**src/rtl/qirq_pkg.sv**
```systemverilog
package qirq_pkg;
  localparam int SRC_PER_Q = 2;   // completion, pause
  localparam int KIND_CMP  = 0;
  localparam int KIND_PAU  = 1;

  typedef enum logic [1:0] {
    REG_LEVEL  = 2'd0,
    REG_ENABLE = 2'd1,
    REG_FLAG   = 2'd2,
    REG_VBASE  = 2'd3
  } reg_sel_e;
endpackage

```
**src/rtl/qirq_regs.sv**
```systemverilog
module qirq_regs
  import qirq_pkg::*;
#(
  parameter int NQ    = 2,
  parameter int LVL_W = 3,
  parameter int DW    = 8,
  parameter int VEC_W = 8,
  localparam int NS   = NQ * SRC_PER_Q,
  localparam int IW   = $clog2(NS),
  localparam int BW   = VEC_W - IW
) (
  input  logic                      clk,
  input  logic                      rst,
  input  logic                      reg_wr,
  input  logic [1:0]                reg_addr,
  input  logic [DW-1:0]             reg_wdata,
  input  logic [NS-1:0]             flags,
  output logic [NQ-1:0][LVL_W-1:0]  q_level,
  output logic [NS-1:0]             src_en,
  output logic [BW-1:0]             vec_base,
  output logic [NS-1:0]             flag_clr,
  output logic [DW-1:0]             reg_rdata
);
  logic [DW-1:0] rd_mux;

  // write-one-to-clear strobe toward the flag bank
  always_comb begin
    flag_clr = '0;
    if (reg_wr && reg_sel_e'(reg_addr) == REG_FLAG)
      flag_clr = reg_wdata[NS-1:0];
  end

  always_comb begin
    rd_mux = '0;
    case (reg_sel_e'(reg_addr))
      REG_LEVEL:  rd_mux[NQ*LVL_W-1:0] = q_level;
      REG_ENABLE: rd_mux[NS-1:0]       = src_en;
      REG_FLAG:   rd_mux[NS-1:0]       = flags;
      default:    rd_mux[VEC_W-1:IW]   = vec_base;
    endcase
  end

  always_ff @(posedge clk) begin
    if (rst) begin
      q_level   <= '0;
      src_en    <= '0;
      vec_base  <= '0;
      reg_rdata <= '0;
    end else begin
      reg_rdata <= rd_mux;
      if (reg_wr) begin
        case (reg_sel_e'(reg_addr))
          REG_LEVEL: begin
            for (int q = 0; q < NQ; q++)
              q_level[q] <= reg_wdata[q*LVL_W +: LVL_W];
          end
          REG_ENABLE: src_en   <= reg_wdata[NS-1:0];
          REG_VBASE:  vec_base <= reg_wdata[VEC_W-1:IW];
          default: ;
        endcase
      end
    end
  end

  // a written level field reads back unchanged in later cycles
  p_level_wr_r10: assert property (@(posedge clk) disable iff (rst)
    (reg_wr && reg_sel_e'(reg_addr) == REG_LEVEL)
      |=> (q_level == $past(reg_wdata[NQ*LVL_W-1:0])))
    else $error("p_level_wr_r10");
endmodule

```
**src/rtl/qirq_flags.sv**
```systemverilog
module qirq_flags
  import qirq_pkg::*;
#(
  parameter int NQ  = 2,
  localparam int NS = NQ * SRC_PER_Q,
  localparam int QW = (NQ > 1) ? $clog2(NQ) : 1
) (
  input  logic          clk,
  input  logic          rst,
  input  logic          res_wr,
  input  logic [QW-1:0] res_queue,
  input  logic          res_last,
  input  logic          res_pause,
  input  logic [NS-1:0] flag_clr,
  output logic [NS-1:0] flags
);
  logic [NS-1:0] flag_set;

  for (genvar q = 0; q < NQ; q++) begin : g_q
    assign flag_set[q*SRC_PER_Q + KIND_CMP] = res_wr && (res_queue == QW'(q)) && res_last;
    assign flag_set[q*SRC_PER_Q + KIND_PAU] = res_wr && (res_queue == QW'(q)) && res_pause;

    p_cmp_set_r1: assert property (@(posedge clk) disable iff (rst)
      (res_wr && res_queue == QW'(q) && res_last) |=> flags[q*SRC_PER_Q + KIND_CMP])
      else $error("p_cmp_set_r1");

    p_pau_set_r2: assert property (@(posedge clk) disable iff (rst)
      (res_wr && res_queue == QW'(q) && res_pause) |=> flags[q*SRC_PER_Q + KIND_PAU])
      else $error("p_pau_set_r2");
  end

  // set has priority over a software clear in the same cycle
  always_ff @(posedge clk) begin
    if (rst) flags <= '0;
    else     flags <= (flags & ~flag_clr) | flag_set;
  end

  for (genvar i = 0; i < NS; i++) begin : g_chk
    p_clear_r3: assert property (@(posedge clk) disable iff (rst)
      (flag_clr[i] && !flag_set[i]) |=> !flags[i])
      else $error("p_clear_r3");
  end

  p_hold_r3: assert property (@(posedge clk) disable iff (rst)
    (!res_wr && flag_clr == '0) |=> $stable(flags))
    else $error("p_hold_r3");
endmodule

```
**src/rtl/qirq_resolve.sv**
```systemverilog
module qirq_resolve
  import qirq_pkg::*;
#(
  parameter int NQ    = 2,
  parameter int LVL_W = 3,
  parameter int VEC_W = 8,
  localparam int NS   = NQ * SRC_PER_Q,
  localparam int IW   = $clog2(NS),
  localparam int BW   = VEC_W - IW
) (
  input  logic                      clk,
  input  logic                      rst,
  input  logic [NS-1:0]             flags,
  input  logic [NS-1:0]             src_en,
  input  logic [NQ-1:0][LVL_W-1:0]  q_level,
  input  logic [BW-1:0]             vec_base,
  input  logic                      iack,
  input  logic [LVL_W-1:0]          iack_level,
  output logic [LVL_W-1:0]          irq_level,
  output logic                      iack_resp,
  output logic [VEC_W-1:0]          iack_vec
);
  logic [NS-1:0]    active;
  logic [LVL_W-1:0] max_lvl;
  logic             hit;
  logic [IW-1:0]    win;

  // a source requests only if flagged, enabled and its queue is not muted
  for (genvar i = 0; i < NS; i++) begin : g_act
    assign active[i] = flags[i] && src_en[i] && (q_level[i / SRC_PER_Q] != '0);
  end

  always_comb begin
    max_lvl = '0;
    for (int q = 0; q < NQ; q++) begin
      if ((active[q*SRC_PER_Q + KIND_CMP] || active[q*SRC_PER_Q + KIND_PAU])
          && q_level[q] > max_lvl)
        max_lvl = q_level[q];
    end
  end

  // descending scan: the lowest matching index is the last one kept
  always_comb begin
    hit = 1'b0;
    win = '0;
    for (int i = NS - 1; i >= 0; i--) begin
      if (active[i] && q_level[i / SRC_PER_Q] == iack_level) begin
        hit = 1'b1;
        win = IW'(i);
      end
    end
  end

  always_ff @(posedge clk) begin
    if (rst) begin
      irq_level <= '0;
      iack_resp <= 1'b0;
      iack_vec  <= '0;
    end else begin
      irq_level <= max_lvl;
      iack_resp <= iack && hit;
      iack_vec  <= (iack && hit) ? {vec_base, win} : '0;
    end
  end

  p_idle_r4: assert property (@(posedge clk) disable iff (rst)
    ((flags & src_en) == '0) |=> (irq_level == '0))
    else $error("p_idle_r4");

  p_resp_needs_ack_r7: assert property (@(posedge clk) disable iff (rst)
    iack_resp |-> $past(iack))
    else $error("p_resp_needs_ack_r7");

  p_zero_level_r5: assert property (@(posedge clk) disable iff (rst)
    (iack && iack_level == '0) |=> !iack_resp)
    else $error("p_zero_level_r5");

  p_quiet_vec_r9: assert property (@(posedge clk) disable iff (rst)
    !iack_resp |-> (iack_vec == '0))
    else $error("p_quiet_vec_r9");
endmodule

```
**src/rtl/qirq_arbiter.sv**
```systemverilog
module qirq_arbiter
  import qirq_pkg::*;
#(
  parameter int NQ    = 2,
  parameter int LVL_W = 3,
  parameter int DW    = 8,
  parameter int VEC_W = 8,
  localparam int NS   = NQ * SRC_PER_Q,
  localparam int IW   = $clog2(NS),
  localparam int BW   = VEC_W - IW,
  localparam int QW   = (NQ > 1) ? $clog2(NQ) : 1
) (
  input  logic             clk,
  input  logic             rst,
  input  logic             reg_wr,
  input  logic [1:0]       reg_addr,
  input  logic [DW-1:0]    reg_wdata,
  output logic [DW-1:0]    reg_rdata,
  input  logic             res_wr,
  input  logic [QW-1:0]    res_queue,
  input  logic             res_last,
  input  logic             res_pause,
  output logic [LVL_W-1:0] irq_level,
  input  logic             iack,
  input  logic [LVL_W-1:0] iack_level,
  output logic             iack_resp,
  output logic [VEC_W-1:0] iack_vec
);
  logic [NS-1:0]            flags;
  logic [NS-1:0]            flag_clr;
  logic [NS-1:0]            src_en;
  logic [NQ-1:0][LVL_W-1:0] q_level;
  logic [BW-1:0]            vec_base;

  qirq_regs #(.NQ(NQ), .LVL_W(LVL_W), .DW(DW), .VEC_W(VEC_W)) u_regs (
    .clk       (clk),
    .rst       (rst),
    .reg_wr    (reg_wr),
    .reg_addr  (reg_addr),
    .reg_wdata (reg_wdata),
    .flags     (flags),
    .q_level   (q_level),
    .src_en    (src_en),
    .vec_base  (vec_base),
    .flag_clr  (flag_clr),
    .reg_rdata (reg_rdata)
  );

  qirq_flags #(.NQ(NQ)) u_flags (
    .clk       (clk),
    .rst       (rst),
    .res_wr    (res_wr),
    .res_queue (res_queue),
    .res_last  (res_last),
    .res_pause (res_pause),
    .flag_clr  (flag_clr),
    .flags     (flags)
  );

  qirq_resolve #(.NQ(NQ), .LVL_W(LVL_W), .VEC_W(VEC_W)) u_resolve (
    .clk        (clk),
    .rst        (rst),
    .flags      (flags),
    .src_en     (src_en),
    .q_level    (q_level),
    .vec_base   (vec_base),
    .iack       (iack),
    .iack_level (iack_level),
    .irq_level  (irq_level),
    .iack_resp  (iack_resp),
    .iack_vec   (iack_vec)
  );
endmodule

```
**config.mk**
```make
export PLATFORM = sky130hd
export DESIGN_NAME = qirq_arbiter
export DESIGN_NICKNAME = d
export VERILOG_FILES = /design/src/rtl/qirq_pkg.sv /design/src/rtl/qirq_regs.sv /design/src/rtl/qirq_flags.sv /design/src/rtl/qirq_resolve.sv /design/src/rtl/qirq_arbiter.sv
export SDC_FILE = /design/constraint.sdc
export NUM_CORES = 1
export LEC_CHECK = 0
export ABC_AREA = 1
export ABC_CLOCK_PERIOD_IN_PS = 2300
export BUFFER_PORTS_ARGS = -buffer_cell sky130_fd_sc_hd__buf_2
export CORE_AREA = 2 2 88 90
export DETAILED_ROUTE_END_ITERATION = 8
export DIE_AREA = 0 0 90 92
export MAX_ROUTING_LAYER = met4
export SLEW_MARGIN = 20
export SYNTH_ARGS = -nofsm -noshare
export SYNTH_HDL_FRONTEND = slang
export SYNTH_SLANG_ARGS = --single-unit
```
**constraint.sdc**
```tcl
create_clock -name clk -period 2.3 [get_ports clk]
set_clock_uncertainty 0.15 [all_clocks]
set_input_delay 0 -clock clk [delete_from_list [all_inputs] [get_ports clk]]
set_output_delay 0 -clock clk [all_outputs]
set_load 0.005 [all_outputs]
```
==> Word-level counts from Yosys, hierarchy flattened <==
Index checks and enable logic that the tools add are counted.
{ "op_classes": {"bitwise": 5, "magnitude_cmp": 2, "reduce_logical": 35, "muxes": 13, "eq_ne": 5} }
{ "ops": {"columns": ["op", "n"], "rows": [
  ["logical AND 1 bit", 22],
  ["case mux 2 bit (3 select lines)", 2],
  ["OR reduction 4 bit", 2],
  ["== test 3 bit", 2],
  ["2-to-1 mux 3 bit", 2],
  ["AND reduction 2 bit", 3],
  ["nonzero test 3 bit", 2],
  ["2-to-1 mux 1 bit", 5],
  ["AND 4 bit", 1],
  ["== test 2 bit, second input constant", 2],
  ["2-to-1 mux 2 bit", 2],
  ["2-to-1 mux 4 bit", 1],
  ["inverter 4 bit", 1],
  ["bitwise OR 4 bit", 1],
  ["case mux 2 bit (2 select lines)", 1],
  ["OR reduction 2 bit", 2],
  ["greater-than comparator 3 x 1 -> 1 bit, second input constant", 1],
  ["greater-than comparator 3 bit", 1],
  ["OR reduction 3 bit", 1],
  ["== test 2 x 1 -> 1 bit, second input constant", 1],
  ["logical NOT 2 bit", 1],
  ["logical OR 1 bit", 2],
  ["inverter 1 bit", 2]
]} }
{ "word_totals": {"input_bits": 21, "register_bits": 40, "output_inout_bits": 20} }

==> Depth between registers and ports, before layout <==
{ "logic_depth": {"ltp_word": 10, "ltp_mapped": 12, "ltp_nobuf": 11} }

==> Cells and area by module <==
Synthesis repeated with hierarchy kept, for this count alone.
{ "unflattened": {"cells_unflattened": 279, "hier_area_um2": 1960.6} }
{ "by_module_without_submodules": {"columns": ["module", "cells_per_inst", "instances", "area_each_um2", "seq_area_each_um2"], "rows": [
  ["qirq_regs", 147, 1, 1013.5, 480.5],
  ["qirq_resolve", 111, 1, 793.3, 240.2],
  ["qirq_flags", 21, 1, 153.9, 80.1]
]} }

==> Worst setup path before layout <==
Ideal clock, no wire load.
{ "synth_path": {"path_kind": "register -> register", "start": "register u_regs.q_level[0] in the netlist's numbering", "end": "register u_resolve.irq_level[0]", "setup_ns": 0.113, "path_stages_with_launch": 12, "period_less_slack_ns": 1.776, "t_required_ns": 2.037, "arrival_ns": 1.512, "slack_ns": 0.524, "n_path_buf": 1, "cell_sequence": "dfxtp_1 buf_6 nor2_2 nand2_1 o21a_4 nand2_1 ha_1 nand2_1 o21ai_0 nand3_2 nor2_1 nor2_1"} }
{ "synth_between": {"elab_chain_len": 8} }
{ "synth_rtl": {"columns": ["item", "line", "text"], "rows": [
  ["from (decl)", "qirq_regs.sv:18", "output logic [NQ-1:0][LVL_W-1:0] q_level,"],
  ["from (signal, indexed assignment)", "qirq_regs.sv:55", "q_level[q] <= reg_wdata[q*LVL_W +: LVL_W];"],
  ["branches (longest 4 deep; another with greater-than comparator 3 x 1 -> 1 bit)", null, null],
  ["2-to-1 mux 3 bit *", "qirq_resolve.sv:36", "if ((active[q*SRC_PER_Q + KIND_CMP] || active[q*SRC_PER_Q + KIND_PAU])"],
  ["greater-than comparator 3 bit", "qirq_resolve.sv:37", "&& q_level[q] > max_lvl)"],
  ["logical AND 1 bit", "qirq_resolve.sv:37", null],
  ["2-to-1 mux 3 bit *", "qirq_resolve.sv:36", null],
  ["to (signal assigned)", "qirq_resolve.sv:60", "irq_level <= max_lvl;"],
  ["to (decl)", "qirq_resolve.sv:19", "output logic [LVL_W-1:0] irq_level,"]
]} }
Every way passes the cells marked *.
A chain may end at the register's enable or synchronous reset.

==> Final worst setup path <==
Same ends and word-level chain as after synthesis.

==> flow_metrics.tcl <==
set metrics [dict create \
    status "completed" \
    layout_common_cells "nand2_1 (61), buf_2 (40), dfxtp_1 (40)" \
    wl_per_cell_um 10.5 \
    ir_worst_vdd_mv 0.168 \
    fin_setup_tns_ns 0 \
    p_leak_nw 1.17 \
    min_period_over_period_pct 87.5 \
    total_power_mw 1.37 \
    p_sw_uw 351 \
    start_util_pct 23.9 \
    die_h_um 92 \
    critPathRequiredTime_ns 2.38 \
    cts_tree "yes" \
    rsz0062_at_grt "no" \
    fmaxAchievable_ghz 0.497 \
    worstSkewPairLatency_ns 0.30 \
    globalplace.congestion 0.857 \
    cts_buffers 5 \
    critPathCaptureType "register" \
    setup_viol 0 \
    synth_compound_area_share_pct 15.9 \
    yosys.area_share.adder_pct 5.61 \
    path_class "register to register" \
    cts.reportedPaths.clkPinSlew_ns 0.08 \
    synth.yosys.warnings 0 \
    synthSimpleGateAreaFrac_pct 23.0 \
    design_area_um2 2340 \
    clock_path_buffers 2 \
    final_common_cell "nand2_1" \
    p_int_mw 1.02 \
    numPortBuffers 40 \
    rows 32 \
    pwr-share-comb_pct 11.4 \
    ff2ff_path_depth 11 \
    syn2layout_area_growth_pct 31.3 \
    numClockSinks 40 \
    syn_avg_cell_area_um2 7.37 \
    drt_iter0_markers 108 \
    synth.mux.area_fraction_pct 0 \
    layout_setup_ws_ns 0.287 \
    p_seq_share_pct 53.3 \
    grt_max_degree 24 \
    grt_pass1_vias 1584 \
    coreArea_um2 7450 \
    pre_cts_ws_ns 0.315 \
    drt_first_pass_iters 4 \
    swShare_pct 25.5 \
    postPlaceCellArea_um2 2070 \
    hold_viol 0 \
    p_clk_share_pct 35.3 \
    drive_above_1_share_pct 18.6 \
    min_period_ns 2.01 \
    cts.repair.resized 0 \
    synth_nets 271 \
    power_density_nw_per_um2 587 \
    ys_seq_elements 40 \
    ant_nets 0 \
    vias_per_cell 4.14 \
    root_buffer "clkbuf_8" \
    synth_top_family_by_area "simple AND/OR/NAND/NOR gates" \
    min_path_cells 4 \
    grt-ovfl-total 0 \
    yosys.cell_types.count 23 \
    path_max_fanout 6 \
    vias 1670 \
    drv_slew 0 \
    grt_pass1_wl_um 7220 \
    gr-usage-all-layers_pct 11.0 \
    synth.yosys.seq_area_share_pct 44.9 \
    hold_class "primary input to register" \
    fin_nets 329 \
    antennaDiodeCount 0 \
    drv_cap 0 \
    tightest_slew_ns 0.592 \
    io_pins 41 \
    dp_hpwl_um 3320 \
    critPathArrivalTime_ns 2.10 \
    synthCells 242 \
    drc 0 \
    netlist_area_um2 1780 \
    synth_xor_area_share_pct 1.47 \
    fillers 810 \
    h-tree-depth 2 \
    dieWidth_um 90 \
    antenna_found_initial 0 \
    relSlewSlack_pct 60.5 \
    start_kind "register" \
    die_area_um2 8280 \
    drt_wl_total_um 4250 \
]
final timing paths:
path | start | to | slack (ns)
max | u_regs.q_level[0] | u_resolve.irq_level[0] | 0.29
min | reg_wr | u_regs.src_en[1] | 0.01
max reg2reg | u_regs.q_level[0] | u_resolve.irq_level[0] | 0.29
min reg2reg | u_regs.vec_base[0] | u_resolve.iack_vec[2] | 0.31
registers in the layout, indices dropped and copies added, names as in the netlist:
register,cells
u_regs.reg_rdata,8
u_resolve.iack_vec,8
u_regs.q_level,6
u_regs.vec_base,6
u_flags.flags,4
u_regs.src_en,4
u_resolve.irq_level,3
u_resolve.iack_resp,1
critical path, cell delays in order, from the launching register on:
cell     delay [ns]
dfxtp_1        0.47
nor2_2         0.08
nand2_1        0.10
o21a_4         0.15
nand2_1        0.07
ha_1           0.33
nand2_1        0.05
o21ai_0        0.18
nand3_2        0.14
nand2_1        0.09
nand2_1        0.05
nor2_1         0.10
through the flow:
stage          util, %  hold WS [ns]  std cells
2_1_floorplan        -      -0.00743        242
3_3_place_gp      27.8         0.124        377
3_5_place_dp      27.8         0.134        377
4_1_cts           31.4        0.0137        403
5_1_grt           31.4        0.0495        403
6_report          31.4        0.0128        403
synth_stat cells (all sizes together):
cell / n / share of area (%)
nor2: 22 / 4.9
a31oi: 2 / 0.70
o31ai: 2 / 0.84
xor2: 2 / 0.98
o21a: 1 / 0.84
nand2: 63 / 14
buf: 6 / 2.2
nand3: 13 / 3.9
a21oi: 25 / 7.0
o21ai: 23 / 6.5
xnor2: 1 / 0.49
inv: 32 / 6.7
ha: 8 / 5.6
and2: 1 / 0.35
dfxtp: 40 / 45
clkbuf: 1 / 0.21
kinds of logic (layout without fill, tap and decap cells):
kind of cell    after synthesis  in the layout
simple gates                 99             99
flops                        40             40
compound gates               53             53
fa+ha+maj                     8              8
xor+xnor                      3              3
buf+inv                      39             98
metal layers:
metal | share of wire (%) | wire length [um] | track usage [%] | vias to the layer above
met5 | 0 | 0 | - | -
met4 | 1.5 | 62 | 3.85 | 0
met3 | 3.8 | 161 | 2.47 | 7
met2 | 48 | 2020 | 18.0 | 29
met1 | 47 | 2000 | 13.3 | 751
li1 | - | - | - | 883
power by group through the flow:
stage	Sequential [mW]	Clock (mW)	Combinational (mW)
floorplan	0.743	0	0.0901
CTS	0.732	0.492	0.158
detailed placement	0.748	0	0.135
global route	0.735	0.520	0.180
global placement	0.747	0	0.133
finish	0.732	0.485	0.157
layout make-up:
| cell class | count | area (um2) | share of cell area (%) |
|---|---|---|---|
| clock buffers | 6 | 82.6 | 3.53 |
| clock inverters | 2 | 10.0 | 0.428 |
| inverters | 32 | 120 | 5.13 |
| multi-input cells | 163 | 820 | 35.0 |
| flip-flops and latches | 40 | 801 | 34.2 |
| well taps | 102 | 128 | 5.45 |
| repair buffers | 58 | 380 | 16.2 |
what timing repair did:
action                                  in CTS  in global routing
endpoints found under the setup margin       0                  0
hold endpoints to repair                    33                  0
hold buffers                                18                  0
buffers inserted                             0                  0
Power figures use the tool's default switching activity.
